**config.mk**
```make
export PLATFORM = sky130hd
export DESIGN_NAME = crcd_engine
export DESIGN_NICKNAME = d
export VERILOG_FILES = /design/src/rtl/crcd_pkg.sv /design/src/rtl/crcd_byte_step.sv /design/src/rtl/crcd_state.sv /design/src/rtl/crcd_emitter.sv /design/src/rtl/crcd_verify.sv /design/src/rtl/crcd_engine.sv
export SDC_FILE = /design/constraint.sdc
export NUM_CORES = 1
export LEC_CHECK = 0
export ABC_AREA = 1
export BUFFER_PORTS_ARGS = -buffer_cell sky130_fd_sc_hd__clkbuf_2
export CORE_ASPECT_RATIO = 0.7
export CORE_MARGIN = 3
export CORE_UTILIZATION = 35
export DETAILED_ROUTE_END_ITERATION = 7
export PLACE_DENSITY = 0.53
export SLEW_MARGIN = 5
export SYNTH_ARGS = -nofsm -noshare
export SYNTH_HDL_FRONTEND = slang
export SYNTH_SLANG_ARGS = --single-unit
```
**constraint.sdc**
```tcl
create_clock -name clk -period 3.7 [get_ports clk]
set_input_delay 0 -clock clk [delete_from_list [all_inputs] [get_ports clk]]
set_output_delay 0 -clock clk [all_outputs]
set_load 0.005 [all_outputs]
```
**src/rtl/crcd_pkg.sv**
```systemverilog
package crcd_pkg;
  localparam int unsigned BYTE_W = 8;

  typedef enum logic {
    EMIT_PAYLOAD = 1'b0,
    EMIT_DIGEST  = 1'b1
  } emit_state_t;
endpackage

```
**src/rtl/crcd_byte_step.sv**
```systemverilog
// One byte of reflected CRC update: eight unrolled shift/XOR steps, bit 0 first.
module crcd_byte_step #(
  parameter int unsigned           CRC_W = 32,
  parameter logic [CRC_W-1:0]      POLY  = 32'h82F63B78
) (
  input  logic [CRC_W-1:0]          crc_in,
  input  logic [crcd_pkg::BYTE_W-1:0] data_in,
  output logic [CRC_W-1:0]          crc_out
);
  always_comb begin
    logic [CRC_W-1:0] acc;
    acc = crc_in;
    for (int i = 0; i < int'(crcd_pkg::BYTE_W); i++) begin
      if (acc[0] ^ data_in[i]) acc = (acc >> 1) ^ POLY;
      else                     acc = acc >> 1;
    end
    crc_out = acc;
  end
endmodule

```
**src/rtl/crcd_state.sv**
```systemverilog
// Remainder register with reseed on packet start.
module crcd_state #(
  parameter int unsigned      CRC_W = 32,
  parameter logic [CRC_W-1:0] POLY  = 32'h82F63B78,
  parameter logic [CRC_W-1:0] SEED  = '1
) (
  input  logic                          clk,
  input  logic                          rst,
  input  logic                          load,
  input  logic                          restart,
  input  logic [crcd_pkg::BYTE_W-1:0]   data,
  output logic [CRC_W-1:0]              crc_nxt
);
  logic [CRC_W-1:0] crc_q;
  logic [CRC_W-1:0] base;

  assign base = restart ? SEED : crc_q;

  crcd_byte_step #(.CRC_W(CRC_W), .POLY(POLY)) step_i (
    .crc_in  (base),
    .data_in (data),
    .crc_out (crc_nxt)
  );

  always_ff @(posedge clk) begin
    if (rst)       crc_q <= SEED;
    else if (load) crc_q <= crc_nxt;
  end
endmodule

```
**src/rtl/crcd_emitter.sv**
```systemverilog
// Transmit output register: passes payload, then serialises the digest LSB byte first.
module crcd_emitter #(
  parameter int unsigned CRC_W = 32
) (
  input  logic                        clk,
  input  logic                        rst,
  input  logic                        tx_en,
  input  logic                        in_fire,
  input  logic                        in_last,
  input  logic [crcd_pkg::BYTE_W-1:0] in_data,
  input  logic [CRC_W-1:0]            digest,
  output logic                        take_ok,
  output logic                        out_valid,
  input  logic                        out_ready,
  output logic [crcd_pkg::BYTE_W-1:0] out_data,
  output logic                        out_last
);
  import crcd_pkg::*;
  localparam int unsigned NB = CRC_W / BYTE_W;
  localparam int unsigned CW = (NB > 1) ? $clog2(NB) : 1;

  emit_state_t          state_q;
  logic [CW-1:0]        cnt_q;
  logic [CRC_W-1:0]     dig_q;
  logic [BYTE_W-1:0]    lane [NB];
  logic                 slot_free;
  logic                 final_lane;

  for (genvar k = 0; k < int'(NB); k++) begin : g_lane
    assign lane[k] = dig_q[k*BYTE_W +: BYTE_W];
  end

  assign slot_free  = !out_valid || out_ready;
  assign take_ok    = (state_q == EMIT_PAYLOAD) && slot_free;
  assign final_lane = (cnt_q == CW'(NB - 1));

  always_ff @(posedge clk) begin
    if (rst) begin
      state_q   <= EMIT_PAYLOAD;
      cnt_q     <= '0;
      dig_q     <= '0;
      out_valid <= 1'b0;
      out_data  <= '0;
      out_last  <= 1'b0;
    end else begin
      case (state_q)
        EMIT_PAYLOAD: begin
          if (in_fire && tx_en) begin
            out_data  <= in_data;
            out_valid <= 1'b1;
            out_last  <= 1'b0;
            if (in_last) begin
              state_q <= EMIT_DIGEST;
              dig_q   <= digest;
              cnt_q   <= '0;
            end
          end else if (out_ready) begin
            out_valid <= 1'b0;
            out_last  <= 1'b0;
          end
        end
        EMIT_DIGEST: begin
          if (slot_free) begin
            out_data  <= lane[cnt_q];
            out_valid <= 1'b1;
            out_last  <= final_lane;
            cnt_q     <= cnt_q + 1'b1;
            if (final_lane) state_q <= EMIT_PAYLOAD;
          end
        end
        default: state_q <= EMIT_PAYLOAD;
      endcase
    end
  end
endmodule

```
**src/rtl/crcd_verify.sv**
```systemverilog
// Check-mode result: compares the post-digest remainder with the fixed residue.
module crcd_verify #(
  parameter int unsigned      CRC_W   = 32,
  parameter logic [CRC_W-1:0] RESIDUE = '0
) (
  input  logic             clk,
  input  logic             rst,
  input  logic             chk_en,
  input  logic             fire_last,
  input  logic [CRC_W-1:0] crc_nxt,
  output logic             done,
  output logic             err
);
  always_ff @(posedge clk) begin
    if (rst) begin
      done <= 1'b0;
      err  <= 1'b0;
    end else begin
      done <= fire_last && chk_en;
      err  <= fire_last && chk_en && (crc_nxt != RESIDUE);
    end
  end
endmodule

```
**src/rtl/crcd_engine.sv**
```systemverilog
module crcd_engine #(
  parameter int unsigned                 CRC_W = 32,
  parameter logic [CRC_W-1:0]            POLY  = 32'h82F63B78,
  parameter logic [CRC_W-1:0]            SEED  = '1
) (
  input  logic       clk,
  input  logic       rst,
  input  logic       mode_chk,
  input  logic       in_valid,
  output logic       in_ready,
  input  logic [7:0] in_data,
  input  logic       in_sop,
  input  logic       in_eop,
  output logic       out_valid,
  input  logic       out_ready,
  output logic [7:0] out_data,
  output logic       out_last,
  output logic       chk_done,
  output logic       chk_err
);
  import crcd_pkg::*;
  localparam int unsigned NB = CRC_W / BYTE_W;

  // Remainder left after a packet plus its own complemented digest; data independent.
  function automatic logic [CRC_W-1:0] calc_residue();
    logic [CRC_W-1:0] c;
    logic [CRC_W-1:0] d;
    c = SEED;
    d = ~SEED;
    for (int k = 0; k < int'(NB * BYTE_W); k++) begin
      if (c[0] ^ d[k]) c = (c >> 1) ^ POLY;
      else             c = c >> 1;
    end
    return c;
  endfunction

  localparam logic [CRC_W-1:0] RESIDUE = calc_residue();

  logic             fire;
  logic             take_ok;
  logic [CRC_W-1:0] crc_nxt;

  assign in_ready = mode_chk ? 1'b1 : take_ok;
  assign fire     = in_valid && in_ready;

  crcd_state #(.CRC_W(CRC_W), .POLY(POLY), .SEED(SEED)) state_i (
    .clk     (clk),
    .rst     (rst),
    .load    (fire),
    .restart (in_sop),
    .data    (in_data),
    .crc_nxt (crc_nxt)
  );

  crcd_emitter #(.CRC_W(CRC_W)) emit_i (
    .clk       (clk),
    .rst       (rst),
    .tx_en     (!mode_chk),
    .in_fire   (fire),
    .in_last   (in_eop),
    .in_data   (in_data),
    .digest    (~crc_nxt),
    .take_ok   (take_ok),
    .out_valid (out_valid),
    .out_ready (out_ready),
    .out_data  (out_data),
    .out_last  (out_last)
  );

  crcd_verify #(.CRC_W(CRC_W), .RESIDUE(RESIDUE)) verify_i (
    .clk       (clk),
    .rst       (rst),
    .chk_en    (mode_chk),
    .fire_last (fire && in_eop),
    .crc_nxt   (crc_nxt),
    .done      (chk_done),
    .err       (chk_err)
  );
endmodule

```
# Word level (Yosys, flattened, before mapping)
# Index checks and enable logic that the tools add are counted.
# classes
n_eq_ne	6
n_reduce_logical	13
mux	32
add_sub_neg	1
magnitude_cmp	1
bitwise_logic	19
# op_table
cell	count
two-way mux 32 bit	9
NOT 16 -> 17 bit	8
two-way mux 8 bit	4
inequality test 32 bit (second input constant)	1
NOT 32 bit	1
binary-select mux 8 bit (select 2 bit)	1
case mux 8 bit (2 select lines)	1
two-way mux 1 bit	10
XOR 1 bit	8
logical AND 1 bit	6
two-way mux 2 bit	3
inequality test 2 bit (second input constant)	3
case mux 1 bit (2 select lines)	3
AND reduction 3 bit	2
case mux 2 bit (2 select lines)	1
AND reduction 2 bit	2
>= comparator 3 bit (second input constant)	1
inequality test 3 bit (second input constant)	1
NOT 2 -> 3 bit	1
adder 2 x 1 -> 2 bit (second input constant)	1
equality test 2 bit (second input constant)	1
logical NOT 1 bit	2
logical OR 1 bit	1
NOT 1 bit	1
# totals
regBits	79
out_inout_bits	13

# Logic depth before layout (Yosys ltp)
# Gate-level depths: netlist of run 1.
# logic_depth
ltp_word	19
ltp_mapped	21
ltp_nobuf	20

# By module
# A second synthesis of run 1 with hierarchy kept.
# hier_totals
hier_cells	870
area_unflattened_um2	5560.3
# by_module_without_submodules
module	seq_area_each_um2	cells_each	area_each_um2	instances
crcd_emitter	900.9	300	2034.5	1
crcd_byte_step	0.0	308	1717.9	1
crcd_state	640.6	175	1432.6	1
crcd_verify	40.0	48	220.2	1
crcd_engine	0.0	39	155.1	1

# Least setup slack after synthesis of run 1
# Ideal clock, no wire load.
# synth_path
path_type	reg-to-reg
from	register state_i.crc_q[0]
to	register verify_i.err
setup_slack_ns	1.693
n_path_buf	1
arrival_ns	1.895
path_stages_with_launch	15
required_time_ns	3.589
path_cell_list	dfxtp_1 -> o21ai_1 -> nand2_4 -> nand2_1 -> nand3_2 -> nand2_2 -> nand2_2 -> nand2_4 -> buf_6 -> xor2_1 -> nand4_1 -> nor2_1 -> nand2_1 -> nor2_1 -> nor2_1
# synth_between
elab_chain_len	17
# synth_lines
item	line	rtl
start: declaration	crcd_state.sv:14	logic [CRC_W-1:0] crc_q;
start signal: assignment	crcd_state.sv:27	else if (load) crc_q <= crc_nxt;
two-way mux 32 bit (*)	crcd_state.sv:17	assign base = restart ? SEED : crc_q;
XOR 1 bit (*)	crcd_byte_step.sv:14	if (acc[0] ^ data_in[i]) acc = (acc >> 1) ^ POLY;
two-way mux 32 bit (*)	crcd_byte_step.sv:14	
NOT 16 -> 17 bit (no source line) / two-way mux 32 bit (equally long branches)	n/a	
two-way mux 32 bit (*) (2 in series)	crcd_byte_step.sv:14	
NOT 16 -> 17 bit (no source line) / two-way mux 32 bit (equally long branches)	n/a	
two-way mux 32 bit (*)	crcd_byte_step.sv:14	
parallel branches: the longest is 1 deep, another holds XOR 1 bit	n/a	
two-way mux 32 bit (*)	crcd_byte_step.sv:14	
NOT 16 -> 17 bit (no source line) / two-way mux 32 bit (equally long branches)	n/a	
two-way mux 32 bit (*)	crcd_byte_step.sv:14	
NOT 16 -> 17 bit (no source line) / two-way mux 32 bit (equally long branches)	n/a	
two-way mux 32 bit (*) (2 in series)	crcd_byte_step.sv:14	
inequality test 32 bit (*)	crcd_verify.sv:20	err <= fire_last && chk_en && (crc_nxt != RESIDUE);
logical AND 1 bit (*)	crcd_verify.sv:20	
end signal: assignment	crcd_verify.sv:20	
end: declaration	crcd_verify.sv:12	output logic err
# Every way passes the cells marked *.
# A chain may end at the register's enable or synchronous reset.

# Worst setup path after layout of run 1
# layout_path
from	register state_i.crc_q[2]
to	register verify_i.err
# layout_between
elab_chain_len	16
# layout_lines
item	line
two-way mux 32 bit (*)	crcd_state.sv:17
two-way mux 32 bit (*) (2 in series)	crcd_byte_step.sv:14
XOR 1 bit (*)	crcd_byte_step.sv:14
two-way mux 32 bit (*) (2 in series)	crcd_byte_step.sv:14
NOT 16 -> 17 bit (no source line) / two-way mux 32 bit (equally long branches)	n/a
two-way mux 32 bit (*)	crcd_byte_step.sv:14
NOT 16 -> 17 bit (no source line) / two-way mux 32 bit (equally long branches)	n/a
two-way mux 32 bit (*)	crcd_byte_step.sv:14
parallel branches: the longest is 1 deep, another holds XOR 1 bit	n/a
two-way mux 32 bit (*)	crcd_byte_step.sv:14
NOT 16 -> 17 bit (no source line)	n/a
two-way mux 32 bit (*)	crcd_byte_step.sv:14
inequality test 32 bit (*)	crcd_verify.sv:20
logical AND 1 bit (*)	crcd_verify.sv:20
# Marks and branches as above.

==> results of run 1 <==
-- registers in the layout, indices dropped and copies added (netlist names) --
signal	flops
emit_i.dig_q	32
state_i.crc_q	32
emit_i.out_data	8
emit_i.cnt_q	2
emit_i.out_last	1
emit_i.out_valid	1
emit_i.state_q	1
verify_i.done	1
verify_i.err	1
-- per-stage QoR --
stage	hold slack, ns	instances
2_1_floorplan	0.1372	747
3_3_place_gp	0.2953	930
3_5_place_dp	0.3007	930
4_1_cts	0.01739	947
5_1_grt	0.05787	947
6_report	0.03323	947
-- where the power goes --
part | switching [mW] | internal [mW]
clock | 0.388 | 0.524
combinational | 0.857 | 0.341
sequential | 0.0531 | 0.939
total | 1.30 | 1.80
-- worst max-delay path: stages (launching register included) --
cell	delay (ns)
dfxtp_1	0.33
nor2_1	0.10
nand2_1	0.05
nand2_1	0.48
inv_1	0.18
nand2_1	0.14
nand2_4	0.12
nand2_2	0.12
inv_2	0.05
nor2_4	0.23
nand3_1	0.19
nand2_2	0.13
nand2_1	0.05
nand2_1	0.23
nand2_1	0.09
nor2_1	0.12
nand3_1	0.08
nor2_1	0.09
nor2_1	0.04
-- placed cells by master, fill, tap and decap left out, types with 4 or more instances in the layout --
cell / instances
o21ai_1: 4
xnor2_1: 10
inv_1: 85
clkbuf_16: 9
a21oi_1: 71
o211ai_1: 20
nand2_4: 5
o21ai_0: 72
buf_4: 6
nand3_2: 4
xor2_1: 28
nand2_1: 173
nand3_1: 34
nand2_2: 18
nor2_2: 5
inv_2: 13
clkbuf_2: 27
nor2_1: 64
dfxtp_1: 79
-- worst paths after layout --
check / start / cells after the start / to / slack [ns]
hold reg to reg: state_i.crc_q[28] / 2 / state_i.crc_q[28] / 0.47
hold / removal: mode_chk / 3 / verify_i.done / 0.03
setup / recovery: state_i.crc_q[2] / 18 / verify_i.err / 0.76
setup reg to reg: state_i.crc_q[2] / 18 / verify_i.err / 0.76
-- what timing repair did --
action	4_1_cts	5_1_grt
setup endpoints to repair	0	0
hold buffers	2	0
gates resized for setup	0	0
hold endpoints to repair	3	0
-- final cells by class --
cell class              instances  area share
clock inverters                 6     0.01287
clock buffers                   9     0.04138
inverters                     100     0.06897
multi-input cells             533      0.5069
well taps                     185     0.04253
repair buffers                 35     0.03678
flip-flops and latches         79      0.2906
-- layer usage --
layer,GRT usage,part of all wire,wire (um),vias to the layer above
met1,0.3406,0.52,8428,2275
met5,0,0,0,-
li1,-,-,-,2390
met2,0.2832,0.38,6123,177
met4,0.04654,0.010,166,0
met3,0.05202,0.088,1425,13
-- cells by family after synthesis --
group           count (synthesis)  synth area share
xor+xnor                       42           0.08374
flops                          79            0.3237
buf+inv                       135            0.1127
fa+ha+maj                       1          0.002560
simple gates                  316            0.2853
compound gates                174            0.1921
==> impl_results.md, run 1 <==
- Num CTS Buffers: 9
- Leakage Power: 2.650 nW
- Total wire length: ~16,000 um
- Hold WC Path Type: input pin to flop
- Ys flop type: dfxtp_1
- Hold Violations, Final: 0
- Die area: about 0.015 mm^2
- CTS tree: yes
- Die Ht: 104.9 um
- Worst-skew pair later-pin latency: between 0.3 and 0.4 ns
- FILL cells: roughly 1.5k
- Top cells by count, synth: 174 x nand2_1, 85 x inv_1, 79 x dfxtp_1
- Post-DP Area: roughly 0.0051 mm^2
- Post-DP HPWL: about 12,000 um
- Clk buf depth: 2
- Post-layout min period: ~2.9 ns
- Synthesized area: 0.004886 mm^2
- Area delta synth->final: 11.40%
- CP endpoint kind: flop
- Final net count: a little under 800
- Pwr dens: 569.9 mW/mm^2
- Clk sinks: between 70 and 80
- Place WS: 0.7331 ns
- Worst setup margin: between 0.7 and 0.8 ns
- Total design power: slightly above 3 mW
- Crit-path max FO: 11
- Max cap viols: 0
- Detail Route Antenna Nets: 0
- FFs w/ async S/R, synth: 0
- Worst Clk Skew: between 0.009 and 0.01 ns
- Most frequent cell after synthesis: nand2_1
- GR Util All Layers: 0.2137
- WS Path Type: flop to flop
- Ratio of cells with drive above 1 in the final layout: 0.1391
- Post-route cell area: 0.005443 mm^2
- Footprint of the multi-input gates: roughly 0.0028 mm^2
- Avg Inst Size Synth: between 6 and 7 um^2
- Largest net degree at the start of global routing: 59
- Synth Instances: 747
- Crit path arrival time: 3.18 ns
- Worst-margin pin slew: roughly 0.87 ns
- Sequential Area: about 0.0016 mm^2
- Worst-path clk slew: around 0.07 ns
- Row count: 35
- Synth top area cells: dfxtp_1 32%, nand2_1 13%, o21ai_0 7.4%, a21oi_1 7.3%, inv_1 6.5%
- Status: completed
- Global route overflow: 0
- Diode count: 0
- Post-synth cell types: 36
- WL per Instance: about 17 um
- Via count: 4,855
- Initial antenna violation count: 0
- Utilization after layout: 0.4062
- Die Wd: between 100 and 150 um
- Post-CTS Setup Repair Bufs: 0
- Slew Viols, Final: 0
- Startpoint type of the worst setup path: flop
- Worst Path Required: 3.94 ns
- Register area share after synthesis: 0.3237
- Placer Congestion: 1.016
- Initial Utilization: 0.3646
- Post-synthesis register bit count: about 80
- Cell taking the most area after synthesis: dfxtp_1
- DRC Markers: 0
- Final setup vio count: 0
- Syn nets: about 760
- RSZ-0062 raised after global routing: no
- Worst vdd ir: roughly 0.00032 V
- Post-synth top area share: 0.3237
- Post-route setup TNS: 0 ns
- Avg Vias per Cell: a little over 5
- DRT iter0 DRCs: 498
- Clk root buf: clkbuf_16
- Fmax: 0.3400 GHz
- Vias in the first global route: ~4.4k
- First-pass GRT wire length: between 20,000 and 30,000 um
- Post-synth EDFFs: 0
- Crit share post-route: 0.7949
- # port buffers: 27
- I/O pin cnt: 28
- H-tree depth: 3
- DR pass1 iterations: 5
- Synth Warn #: 0
- Normalized max-slew margin: 0.4195
- Placeable Area: ~0.013 mm^2
Note: power is estimated with default switching activity, not from simulation.
==> run 2, diff against run 1 <==
- PLACE_DENSITY: 0.53 -> 0.54
- clock period: 3.7 -> 2.47 ns (I/O delays scaled with it)
==> impl_results.md, run 2 (synthesized netlist as in run 1, its figures left out) <==
- Status: finished, violations left
- Failing checks: negative hold slack
- Top flop regs: emit_i.dig_q x32, state_i.crc_q x32, emit_i.out_data x8
- GR Util All Layers: 0.2120
- Final setup vio count: 0
- Post-route cell area: roughly 0.0059 mm^2
- First-pass GRT wire length: 25,340 um
- CTS tree: yes
- Finished Layout Cells: approximately 990
- Global route overflow: 0
- Most frequent cells in the layout: 165 x nand2_1, 85 x inv_1, 77 x dfxtp_1, 72 x o21ai_0, 71 x a21oi_1
- # port buffers: 27
- Normalized max-slew margin: 0.4667
- Hold Violations, Final: 1
- Via count: between 4k and 5k
- Inst Count DP: 960
- Final hold slack: -0.003551 ns
- Post-DP HPWL: ~12,000 um
- CP most frequent cell: nor2_1
- Clk sinks: just under 80
- Crit-path max FO: 7
- Die Wd: 147.2 um
- Max cap viols: 0
- Startpoint type of the worst setup path: flop
- DRC Markers: 0
- Post-layout min period: 2.348 ns
- Pwr dens: roughly 850 mW/mm^2
- Row count: 35
- Hold WC Path Type: input pin to flop
- Reg2Reg Setup Slack: ~0.12 ns
- CP top delay family: simple AND/OR/NAND/NOR gates
- I/O pin cnt: 28
- Crit path buf inv count: 2
- WS Path Type: flop to flop
- Clk root buf: clkbuf_16
- Initial antenna violation count: 0
- Vias in the first global route: 4,436
- Die area: ~0.015 mm^2
- Delay of the slowest cell on the worst path: between 0.3 and 0.4 ns
- Leakage Power: approximately 2.9 nW
- Placeable Area: about 0.013 mm^2
- Ratio of cells with drive above 1 in the final layout: 0.1985
- Avg Vias per Cell: 4.931
- DR pass1 iterations: 5
- Crit path max-delay cell type: dfxtp_1
- Worst setup margin: about 0.12 ns
- Worst Clk Skew: around 0.0080 ns
- Final net count: 812
- Worst vdd ir: 0.0004003 V
- Commonest non-fill, non-tap cell in the layout: nand2_1
- Area delta synth->final: 20.31%
- Crit path arrival time: between 2 and 3 ns
- Worst-margin pin slew: ~0.8 ns
- Utilization after layout: 0.4387
- Diode count: 0
- Largest net degree at the start of global routing: 59
- DRT iter0 DRCs: between 300 and 400
- WL per Instance: around 16 um
- Slew Viols, Final: 0
- Crit share post-route: 0.9505
- Total design power: roughly 5 mW
- H-tree depth: 3
- Post-DP Area: ~0.0054 mm^2
- Die Ht: about 100 um
- Worst-path clk slew: roughly 0.060 ns
- CP endpoint kind: flop
- Placer Congestion: ~1
- Worst-skew pair later-pin latency: around 0.34 ns
- Detail Route Antenna Nets: 0
- Total wire length: 16,210 um
- Fmax: around 0.43 GHz
- Clk buf depth: 2
- Post-route setup TNS: 0 ns
- Worst Path Required: between 2 and 3 ns
- Initial Utilization: 0.3646
- Num CTS Buffers: 9
- CP cell instances: nor2_1 > nand2_1 > nand2_4 > inv_1 > nand2_1 > nand2_4 > nand2_2 > inv_2 > nor2_4 > nand3_1 > nand2_2 > nor2_1 > nor2_2 > nand2_1 > nor2_1 > nand3_1 > nor2_1 > nor2_1
- Place WS: -0.04092 ns
-- run 2: changes by cell type in the layout (fill, tap and decap cells not counted), sizes merged --
cell	delta
clkinvlp	-1
nand2	+1
clkbuf	+1
clkinv	+1
buf	+37
-- run 2: path summary, 6_finish.rpt --
check | endpoint | from | cells after the start
setup / recovery | verify_i.err | state_i.crc_q[2] | 18
hold reg to reg | state_i.crc_q[30] | state_i.crc_q[30] | 2
setup reg to reg | verify_i.err | state_i.crc_q[2] | 18
hold / removal | verify_i.done | mode_chk | 3
-- run 2: metal layers --
metal | GRT usage | vias up | wire (um)
met3 | 0.03554 | 14 | 928
li1 | - | 2469 | -
met2 | 0.2957 | 121 | 6555
met5 | 0 | - | 0
met1 | 0.3384 | 2258 | 8583
met4 | 0.03989 | 0 | 140
-- run 2: power by group --
group / switching (mW) / internal (mW) / total [mW]
combinational: 1.35 / 0.743 / 2.09
clock: 0.584 / 0.817 / 1.40
sequential: 0.0847 / 1.41 / 1.49
total: 2.02 / 2.97 / 4.98
-- run 2: final cells by class --
cell class | count | area, um^2
fillers | 1420 | 7522
multi-input cells | 534 | 2874
flip-flops and latches | 79 | 1584
repair buffers | 72 | 506.7
inverters | 100 | 375.4
clock buffers | 10 | 239.0
well taps | 185 | 231.5
clock inverters | 6 | 67.56
-- run 2: timing repair --
action,CTS,global route
endpoints found under the setup margin,1,13
pin swaps,0,6
gates resized for setup,2,26
hold endpoints to repair,3,0
gates cloned,0,1
setup buffers,0,7
hold buffers,2,0
-- run 2: worst register-to-register path, stage by stage, from the launching register on --
cell	delay, ns
dfxtp_1	0.33
nor2_1	0.12
nand2_1	0.11
nand2_4	0.15
inv_1	0.09
nand2_1	0.10
nand2_4	0.09
nand2_2	0.10
inv_2	0.05
nor2_4	0.18
nand3_1	0.20
nand2_2	0.15
nor2_1	0.06
nor2_2	0.12
nand2_1	0.07
nor2_1	0.09
nand3_1	0.08
nor2_1	0.11
nor2_1	0.05
==> run 3, diff against run 2 <==
- PLACE_DENSITY: 0.54 -> 0.53
- clock period: 2.47 -> 2.8 ns (I/O delays scaled with it)
==> impl_results.md, run 3 (synthesized netlist as in run 1, its figures left out) <==
- Global route overflow: 0
- Sequential Area: about 0.0016 mm^2
- DR pass1 iterations: 5
- FILL cells: 1,456
- Diode count: 0
- Die area: 0.01544 mm^2
- DRT iter0 DRCs: just over 400
- Switching share of total power: 0.4117
- Largest net degree at the start of global routing: slightly below 60
- Worst-path clk slew: 0.06 ns
- Gate power share: 0.394
- Reg power frac: 0.317
- Startpoint type of the worst setup path: flop
- Post-layout min period: around 2.6 ns
- Crit-path max FO: 13
- Max cap viols: 0
- Clk buf depth: 2
- Net switching power: 1.712 mW
- Detail Route Antenna Nets: 0
- Pwr dens: roughly 750 mW/mm^2
- Die Wd: 147.2 um
- FF-to-FF path depth: 17
- DRC Markers: 0
- Leakage Power: around 2.7 nW
- Clk root buf: clkbuf_16
- Post-route cell area: roughly 0.0055 mm^2
- Post-DP HPWL: between 10,000 and 15,000 um
- Crit path arrival time: 2.79 ns
- Area delta synth->final: 13.47%
- Via count: 4,856
- Worst Path Required: 3.03 ns
- RSZ-0062 raised after global routing: no
- Ratio of cells with drive above 1 in the final layout: 0.1550
- Avg Vias per Cell: ~5.1
- Status: completed
- Hold Violations, Final: 0
- Placeable Area: approximately 0.013 mm^2
- WS Path Type: flop to flop
- Top flop regs: emit_i.dig_q x32, state_i.crc_q x32, emit_i.out_data x8
- Footprint of the multi-input gates: between 0.002 and 0.003 mm^2
- Cell Int Power: around 2.4 mW
- Post-route setup TNS: 0 ns
- Total wire length: between 15,000 and 20,000 um
- Post-DP Area: roughly 0.0052 mm^2
- CP endpoint kind: flop
- Hold WC Path Type: input pin to flop
- Slew Viols, Final: 0
- Placer Congestion: 0.9130
- Worst vdd ir: 0.0003812 V
- GR Util All Layers: 0.2128
- WL per Instance: roughly 17 um
- Clk sinks: 79
- Commonest non-fill, non-tap cell in the layout: nand2_1
- Initial antenna violation count: 0
- Num CTS Buffers: 9
- Worst-skew pair later-pin latency: approximately 0.34 ns
- Clock power share: 0.289
- Die Ht: between 100 and 150 um
- Final net count: 785
- I/O pin cnt: 28
- Final setup vio count: 0
- # port buffers: 27
- CTS tree: yes
- Fmax: approximately 0.39 GHz
- Normalized max-slew margin: 0.3786
- Most frequent cells in the layout: 171 x nand2_1, 85 x inv_1, 79 x dfxtp_1, 72 x o21ai_0, 71 x a21oi_1
- Initial Utilization: 0.3646
- Worst Clk Skew: about 0.011 ns
- H-tree depth: 3
- Row count: 35
- Crit share post-route: 0.9126
- Vias in the first global route: about 4.5k
- Hold path depth: 3
- First-pass GRT wire length: 25,630 um
- Worst-margin pin slew: 0.9310 ns
- Final hold slack: 0.01988 ns
## run 3: cell types whose count changed in the layout (fill, tap and decap cells not counted), moves of 2 or more
cell	before	now
buf_4	40	17
nand2_4	12	4
nand2_1	165	171
nand3_4	3	0
buf_12	2	0
dfxtp_1	77	79
dfxtp_2	2	0
nand3_2	2	4
## run 3: timing repair
action | 4_1_cts | 5_1_grt
endpoints found under the setup margin | 0 | 3
hold buffers | 2 | 0
buffers inserted | 0 | 0
endpoints found under the hold margin | 3 | 0
gates resized for setup | 0 | 4
## run 3: power by group through the flow
stage / Combinational, mW / Sequential [mW] / Clock [mW]
final: 1.64 / 1.32 / 1.20
after global routing: 1.82 / 1.33 / 1.27
after global placement: 1.59 / 1.33 / 0
after CTS: 1.61 / 1.31 / 1.22
after floorplan: 1.10 / 1.31 / 0
after detailed placement: 1.60 / 1.34 / 0
## run 3: cell type report
class	count	share of cell area
inverter	100	0.06770
tap	185	0.04175
clock inverter	6	0.01219
timing repair buffer	46	0.05100
clock buffer	10	0.04130
sequential	79	0.2853
multi-input combinational	533	0.5008
## run 3: worst paths after layout
check	startpoint	slack, ns	to
worst min register to register	state_i.crc_q[31]	0.47	state_i.crc_q[31]
worst max register to register	state_i.crc_q[1]	0.24	verify_i.err
worst max-delay path	state_i.crc_q[1]	0.24	verify_i.err
worst min-delay path	mode_chk	0.02	verify_i.done
## run 3: per-stage QoR
step / utilization / setup WS (ns) / total power [mW] / std cells
global placement: 0.3888 / 0.09035 / 2.923 / 941
floorplan: - / 0.7932 / 2.415 / 747
detailed placement: 0.3888 / 0.04411 / 2.938 / 941
CTS: 0.4124 / 0.06191 / 4.146 / 959
finish: 0.4137 / 0.2447 / 4.158 / 959
global route: 0.4137 / 0.03167 / 4.420 / 959
## run 3: layer usage
metal / up-vias / routed length (um) / GRT usage
met2: 177 / 6312 / 0.2986
li1: 2416 / - / -
met5: - / 0 / 0
met3: 17 / 1135 / 0.04508
met1: 2246 / 8360 / 0.3341
met4: 0 / 151 / 0.03524
## run 3: worst max-delay path: stages, from the launching register on
cell     delay [ns]
dfxtp_1        0.31
nor2_1         0.13
nand2_1        0.10
nand2_2        0.17
buf_4          0.18
nand2_2        0.09
nand3_2        0.11
nand3_2        0.24
nand2_8        0.22
inv_2          0.08
nand2_1        0.07
nand2_1        0.15
nor2_1         0.13
nand2_1        0.06
nor2_1         0.14
nand2_1        0.09
nor2_1         0.13
nor2_1         0.05
